[config.mk]
export PLATFORM = sky130hd
export DESIGN_NAME = pwrmode_ctrl
export DESIGN_NICKNAME = d
export VERILOG_FILES = /design/src/rtl/pwrmode_pkg.sv /design/src/rtl/pwrmode_modereg.sv /design/src/rtl/pwrmode_fsm.sv /design/src/rtl/pwrmode_mcd.sv /design/src/rtl/pwrmode_rstcause.sv /design/src/rtl/pwrmode_ctrl.sv
export SDC_FILE = /design/constraint.sdc
export NUM_CORES = 1
export LEC_CHECK = 0
export ABC_AREA = 1
export BUFFER_PORTS_ARGS = -buffer_cell sky130_fd_sc_hd__buf_2
export CORE_ASPECT_RATIO = 1.2
export CORE_MARGIN = 2
export CORE_UTILIZATION = 46
export DETAILED_ROUTE_END_ITERATION = 8
export PLACE_DENSITY_LB_ADDON = 0.05
export SETUP_SLACK_MARGIN = 0.5
export SYNTH_ARGS = -nofsm -noshare
export SYNTH_HDL_FRONTEND = slang
export SYNTH_SLANG_ARGS = --single-unit
[constraint.sdc]
create_clock -name clk -period 1.35 [get_ports clk]
set_input_delay 0.27 -clock clk [delete_from_list [all_inputs] [get_ports clk]]
set_output_delay 0.27 -clock clk [all_outputs]
set_load 0.03 [all_outputs]
[src/rtl/pwrmode_pkg.sv]
package pwrmode_pkg;
   typedef enum logic [1:0] {
      PM_RUN  = 2'd0,
      PM_IDLE = 2'd1,
      PM_STOP = 2'd2
   } pm_state_e;

   localparam int MODE_W    = 2;
   localparam int SEL_IDLE  = 0;
   localparam int SEL_STOP  = 1;

   localparam int CAUSE_W   = 4;
   localparam int CAUSE_PIN = 0;
   localparam int CAUSE_MCD = 1;
   localparam int CAUSE_CMP = 2;
   localparam int CAUSE_CNV = 3;
endpackage

[src/rtl/pwrmode_modereg.sv]
module pwrmode_modereg
   import pwrmode_pkg::*;
(
   input  logic              clk,
   input  logic              rst_n,
   input  logic              wr_en,
   input  logic [MODE_W-1:0] wr_sel,
   input  logic              running,
   input  logic              wake_irq,
   input  logic              core_rst,
   output logic [MODE_W-1:0] mode_q,
   output logic [MODE_W-1:0] mode_nxt
);
   logic [MODE_W-1:0] wr_clean;

   // stop outranks idle when both are requested together
   always_comb begin
      wr_clean = '0;
      if (wr_sel[SEL_STOP])
         wr_clean[SEL_STOP] = 1'b1;
      else
         wr_clean[SEL_IDLE] = wr_sel[SEL_IDLE];
   end

   // the CPU can only write while its clock is running
   assign mode_nxt = (wr_en && running) ? wr_clean : mode_q;

   always_ff @(posedge clk or negedge rst_n) begin
      if (!rst_n)
         mode_q <= '0;
      else if (core_rst)
         mode_q <= '0;
      else if (wake_irq)
         mode_q <= mode_q & ~(MODE_W'(1) << SEL_IDLE);
      else
         mode_q <= mode_nxt;
   end
endmodule

[src/rtl/pwrmode_fsm.sv]
module pwrmode_fsm
   import pwrmode_pkg::*;
(
   input  logic              clk,
   input  logic              rst_n,
   input  logic [MODE_W-1:0] mode_nxt,
   input  logic              instr_retire,
   input  logic              irq_hit,
   input  logic              core_rst,
   output pm_state_e         state_q,
   output logic              wake_irq
);
   pm_state_e state_d;

   always_comb begin
      state_d = state_q;
      unique case (state_q)
         PM_RUN: begin
            if (instr_retire && mode_nxt[SEL_STOP])
               state_d = PM_STOP;
            else if (instr_retire && mode_nxt[SEL_IDLE])
               state_d = PM_IDLE;
         end
         PM_IDLE: begin
            if (irq_hit)
               state_d = PM_RUN;
         end
         PM_STOP: state_d = PM_STOP;
         default: state_d = PM_RUN;
      endcase
      if (core_rst)
         state_d = PM_RUN;
   end

   assign wake_irq = (state_q == PM_IDLE) && irq_hit && !core_rst;

   always_ff @(posedge clk or negedge rst_n) begin
      if (!rst_n)
         state_q <= PM_RUN;
      else
         state_q <= state_d;
   end
endmodule

[src/rtl/pwrmode_mcd.sv]
module pwrmode_mcd #(
   parameter bit MCD_PRESENT = 1'b1,
   parameter int MCD_LIMIT   = 100
) (
   input  logic clk,
   input  logic rst_n,
   input  logic armed,
   input  logic ref_tick,
   output logic timeout
);
   localparam int CNT_W = (MCD_LIMIT > 1) ? $clog2(MCD_LIMIT) : 1;
   localparam logic [CNT_W-1:0] LAST = CNT_W'(MCD_LIMIT - 1);

   generate
      if (MCD_PRESENT) begin : g_det
         logic [CNT_W-1:0] cnt_q;

         always_ff @(posedge clk or negedge rst_n) begin
            if (!rst_n)
               cnt_q <= '0;
            else if (!armed)
               cnt_q <= '0;
            else if (ref_tick)
               cnt_q <= cnt_q + CNT_W'(1);
         end

         assign timeout = armed && ref_tick && (cnt_q == LAST);
      end else begin : g_none
         logic unused_mcd;
         assign unused_mcd = ^{clk, rst_n, armed, ref_tick};
         assign timeout    = 1'b0;
      end
   endgenerate
endmodule

[src/rtl/pwrmode_rstcause.sv]
module pwrmode_rstcause
   import pwrmode_pkg::*;
(
   input  logic               clk,
   input  logic               rst_n,
   input  logic               src_pin,
   input  logic               src_mcd,
   input  logic               src_cmp,
   input  logic               src_cnv,
   output logic               core_rst,
   output logic               sys_rst_q,
   output logic [CAUSE_W-1:0] cause_q
);
   logic [CAUSE_W-1:0] src_vec;

   always_comb begin
      src_vec            = '0;
      src_vec[CAUSE_PIN] = src_pin;
      src_vec[CAUSE_MCD] = src_mcd;
      src_vec[CAUSE_CMP] = src_cmp;
      src_vec[CAUSE_CNV] = src_cnv;
   end

   assign core_rst = |src_vec;

   always_ff @(posedge clk or negedge rst_n) begin
      if (!rst_n) begin
         sys_rst_q <= 1'b0;
         cause_q   <= '0;
      end else begin
         sys_rst_q <= core_rst;
         if (core_rst)
            cause_q <= src_vec;
      end
   end
endmodule

[src/rtl/pwrmode_ctrl.sv]
module pwrmode_ctrl
   import pwrmode_pkg::*;
#(
   parameter int N_IRQ       = 4,
   parameter int CTRL_W      = 8,
   parameter bit MCD_PRESENT = 1'b1,
   parameter int MCD_LIMIT   = 100
) (
   input  logic               clk,
   input  logic               rst_n,
   input  logic               wr_en,
   input  logic [CTRL_W-1:0]  wr_data,
   input  logic               instr_retire,
   input  logic [N_IRQ-1:0]   irq_req,
   input  logic [N_IRQ-1:0]   irq_en,
   input  logic               rst_pin_req,
   input  logic               rst_cmp_req,
   input  logic               rst_cnv_req,
   input  logic               mcd_en,
   input  logic               ref_tick,
   output logic               cpu_clk_en,
   output logic               per_clk_en,
   output logic               osc_en,
   output logic [MODE_W-1:0]  mode_q,
   output logic               sys_rst,
   output logic [CAUSE_W-1:0] rst_cause
);
   generate
      if (N_IRQ < 1) begin : g_bad_irq
         $error("pwrmode_ctrl: N_IRQ must be at least 1");
      end
      if (CTRL_W < MODE_W) begin : g_bad_ctrl
         $error("pwrmode_ctrl: CTRL_W must hold both mode bits");
      end
      if (MCD_LIMIT < 2) begin : g_bad_lim
         $error("pwrmode_ctrl: MCD_LIMIT must be at least 2");
      end
   endgenerate

   pm_state_e         state_q;
   logic [MODE_W-1:0] mode_nxt;
   logic              wake_irq;
   logic              core_rst;
   logic              mcd_fire;
   logic              irq_hit;
   logic [N_IRQ-1:0]  irq_live;

   generate
      for (genvar i = 0; i < N_IRQ; i++) begin : g_irq
         assign irq_live[i] = irq_req[i] & irq_en[i];
      end
      if (CTRL_W > MODE_W) begin : g_ctrl_hi
         logic unused_ctrl_hi;
         assign unused_ctrl_hi = ^wr_data[CTRL_W-1:MODE_W];
      end
   endgenerate

   assign irq_hit = |irq_live;

   pwrmode_modereg u_modereg (
      .clk      (clk),
      .rst_n    (rst_n),
      .wr_en    (wr_en),
      .wr_sel   (wr_data[MODE_W-1:0]),
      .running  (state_q == PM_RUN),
      .wake_irq (wake_irq),
      .core_rst (core_rst),
      .mode_q   (mode_q),
      .mode_nxt (mode_nxt)
   );

   pwrmode_fsm u_fsm (
      .clk          (clk),
      .rst_n        (rst_n),
      .mode_nxt     (mode_nxt),
      .instr_retire (instr_retire),
      .irq_hit      (irq_hit),
      .core_rst     (core_rst),
      .state_q      (state_q),
      .wake_irq     (wake_irq)
   );

   pwrmode_mcd #(
      .MCD_PRESENT (MCD_PRESENT),
      .MCD_LIMIT   (MCD_LIMIT)
   ) u_mcd (
      .clk      (clk),
      .rst_n    (rst_n),
      .armed    ((state_q == PM_STOP) && mcd_en),
      .ref_tick (ref_tick),
      .timeout  (mcd_fire)
   );

   pwrmode_rstcause u_rstcause (
      .clk       (clk),
      .rst_n     (rst_n),
      .src_pin   (rst_pin_req),
      .src_mcd   (mcd_fire),
      .src_cmp   (rst_cmp_req),
      .src_cnv   (rst_cnv_req),
      .core_rst  (core_rst),
      .sys_rst_q (sys_rst),
      .cause_q   (rst_cause)
   );

   assign cpu_clk_en = (state_q == PM_RUN);
   assign per_clk_en = (state_q != PM_STOP);
   assign osc_en     = (state_q != PM_STOP);
endmodule

==> qor.txt <==
Worst Skew: 3.104 ps
Switching share of power: 0.2742
Worst min path class: primary input to register
Total GRT Usage: 0.2022
First DRT Iteration DRCs: 11
Total I/O pin count: 35
First-pass GRT wire length: 3346 µm
CTS Sinks: 16
Most frequent cells in the layout: nand2_1, buf_2, buf_4
Critical path endpoint category: primary output
Post-detail-place hpwl: 1330 µm
Design Power: 1060 µW
CTS tree: yes
Max Transition Viols Final: 0
Placement Setup Slack: 74.47 ps
Worst-Skew Late Latency: 280 ps
Fillers: 112
YS warnings: 0
Lkg Pwr: 0.0006718 µW
Avg WL per Cell: 12.43 µm
Final WL: 2138 µm
Worst EP required: 1080 ps
CTS clk-pin slew, worst paths: 100 ps
Outcome: finished clean
Max-cap violation count: 0
# diodes: 0
Worst Tran Pin Value: 374.2 ps
Final hold violations: 0
Via Count: 889
Pre-antenna DRT Iters: 4
Nets: 181
Sequential share of power: 0.485
Congestion Overflow GR: 0
CP Max Fanout: 3
Gp weighted congestion: 0.7857
Largest net degree at the start of global routing: 17
Initial core utilization: 0.4985
Worst r2r src: u_mcd.g_det.cnt_q[0]$_DFFE_PN0P_
Share of power burned in combinational logic: 0.212
Mapped Cells: 101
Final WS setup: 20.78 ps
Via density: 5.169
Register area share after synthesis: 0.4776
Switching Power: 290.7 µW
Pint: 769.5 µW
Die outline width: 42.97 µm
Port bufs: 28
Tmin final: 1329 ps
DRC viols: 0
Setup violations, final: 0
Flops & latches, synth: 16
CTS H-Tree Depth: 1
Most common cell after layout, fill and taps aside: nand2_1
Vias in the first global route: 877
CP Launch Point: u_fsm.state_q[0]$_DFFE_PN0P_
CP Launch Type: register
CTS Buf Count: 3
Placed insts: 146
WP data arrival: 1060 ps
Clock power frac: 0.303
Min-delay src: rst_cnv_req
Fmax: 752.3 MHz
Mapped Area: 838.3 µm²
RSZ-0062 raised after global routing: yes
Die height: 50.77 µm
P per Cell Area: 756.6 nW/µm²
Yosys cell types: 18
Kind of critical path: register to primary output
Root Buffer: clkbuf_4
Relative slew slack: 0.7505
Post-Layout Cell Count: 172
Die area: 2181 µm²
Final Cycle Share: 0.9846
Num rows: 16
Antenna violations before repair: 0
Clk buf depth: 2
Core Footprint: 1682 µm²
Synthesis-to-layout area growth: 67.16%
Fraction of layout cells with a size suffix above 1: 0.5584
Syn Area/Cell: 8.300 µm²
Synth Net Count: 127
Worst IR Drop VDD: 0.0006105 V
ANT nets after route: 0
[flip-flops by register name (all words and copies together) (netlist names)]
name                  cells
u_mcd.g_det.cnt_q         7
u_rstcause.cause_q        4
u_fsm.state_q             2
u_modereg.mode_q          2
u_rstcause.sys_rst_q      1
[path summary, 6_finish.rpt]
check	to	slack [ps]	cells after the start
max in group asynchronous	u_fsm.state_q[1]$_DFFE_PN0P_	620	2
min in group asynchronous	u_mcd.g_det.cnt_q[5]$_DFFE_PN0P_	440	2
max reg2reg	u_rstcause.cause_q[2]$_DFFE_PN0N_	90	6
max	per_clk_en	20	3
min reg2reg	u_rstcause.cause_q[0]$_DFFE_PN0N_	550	1
min	u_rstcause.cause_q[3]$_DFFE_PN0N_	210	2
[synth_stat cells]
cell type  number  share of area
inv_1           9          0.040
dfrtp_1        16           0.48
nand4_1         1         0.0075
nand2_4         2          0.027
o21ai_0         4          0.024
nor2_4          2          0.027
nand2_1        24           0.11
nor3_1          1         0.0060
ha_1            1          0.015
nand3_4         1          0.021
o21a_1          2          0.018
nand3_1        11          0.066
a21oi_1         4          0.024
nor2_1         17          0.076
buf_4           1         0.0090
nor3_4          1          0.019
inv_2           1         0.0045
a31o_1          3          0.031
[critical path, stage by stage (launching register included)]
cell and delay (ps):
dfrtp_1 430, inv_2 120, nand2_2 90, buf_6 150
[timing repair]
item / CTS / global route
pin swaps: 8 / 9
endpoints found under the hold margin: 16 / 0
endpoints found under the setup margin: 26 / 26
setup buffers: 14 / 7
resized for setup: 30 / 20
hold buffers: 1 / 0
[logic make-up (layout without fill, tap and decap cells)]
kind of cell | after synthesis | after routing | share of synthesized area
simple gates | 60 | 60 | 0.3567
flops | 16 | 16 | 0.4776
compound gates | 13 | 13 | 0.09702
buf+inv | 11 | 64 | 0.05373
fa+ha+maj | 1 | 1 | 0.01492
[metrics by stage]
stage          hold slack (ps)  setup TNS, ps  cell area (µm²)    util
2_1_floorplan           -25.59              0            854.6       -
3_3_place_gp             207.2              0             1010  0.6004
3_5_place_dp             205.6              0             1010  0.6004
4_1_cts                  213.8              0             1261  0.7500
5_1_grt                  220.9         -33.42             1401  0.8333
6_report                 213.2              0             1401  0.8333
[area by class of cell]
cell class              count  area [µm²]  area share
well taps                  18       22.52     0.01607
repair buffers             50       381.6      0.2723
inverters                  10       37.54     0.02679
clock buffers               4       36.28     0.02589
multi-input cells          74       519.2      0.3705
flip-flops and latches     16       404.1      0.2884
[power by group through the flow]
| stage | Combinational [µW] | Clock, µW | Sequential, µW |
|---|---|---|---|
| final | 225 | 321 | 514 |
| after global routing | 245 | 346 | 515 |
| after CTS | 198 | 328 | 508 |
| after detailed placement | 149 | 0 | 520 |
| after global placement | 146 | 0 | 519 |
| after floorplan | 69.8 | 0 | 535 |
[routing by layer]
metal	up-vias	routed length (µm)	share of wire	GRT usage
met1	441	785	0.37	0.2009
met4	0	0	0	0.06566
met5	-	0	0	0
met3	0	57	0.027	0.02518
li1	431	-	-	-
met2	17	1294	0.61	0.4141
Note: power is estimated with default switching activity, not from simulation.
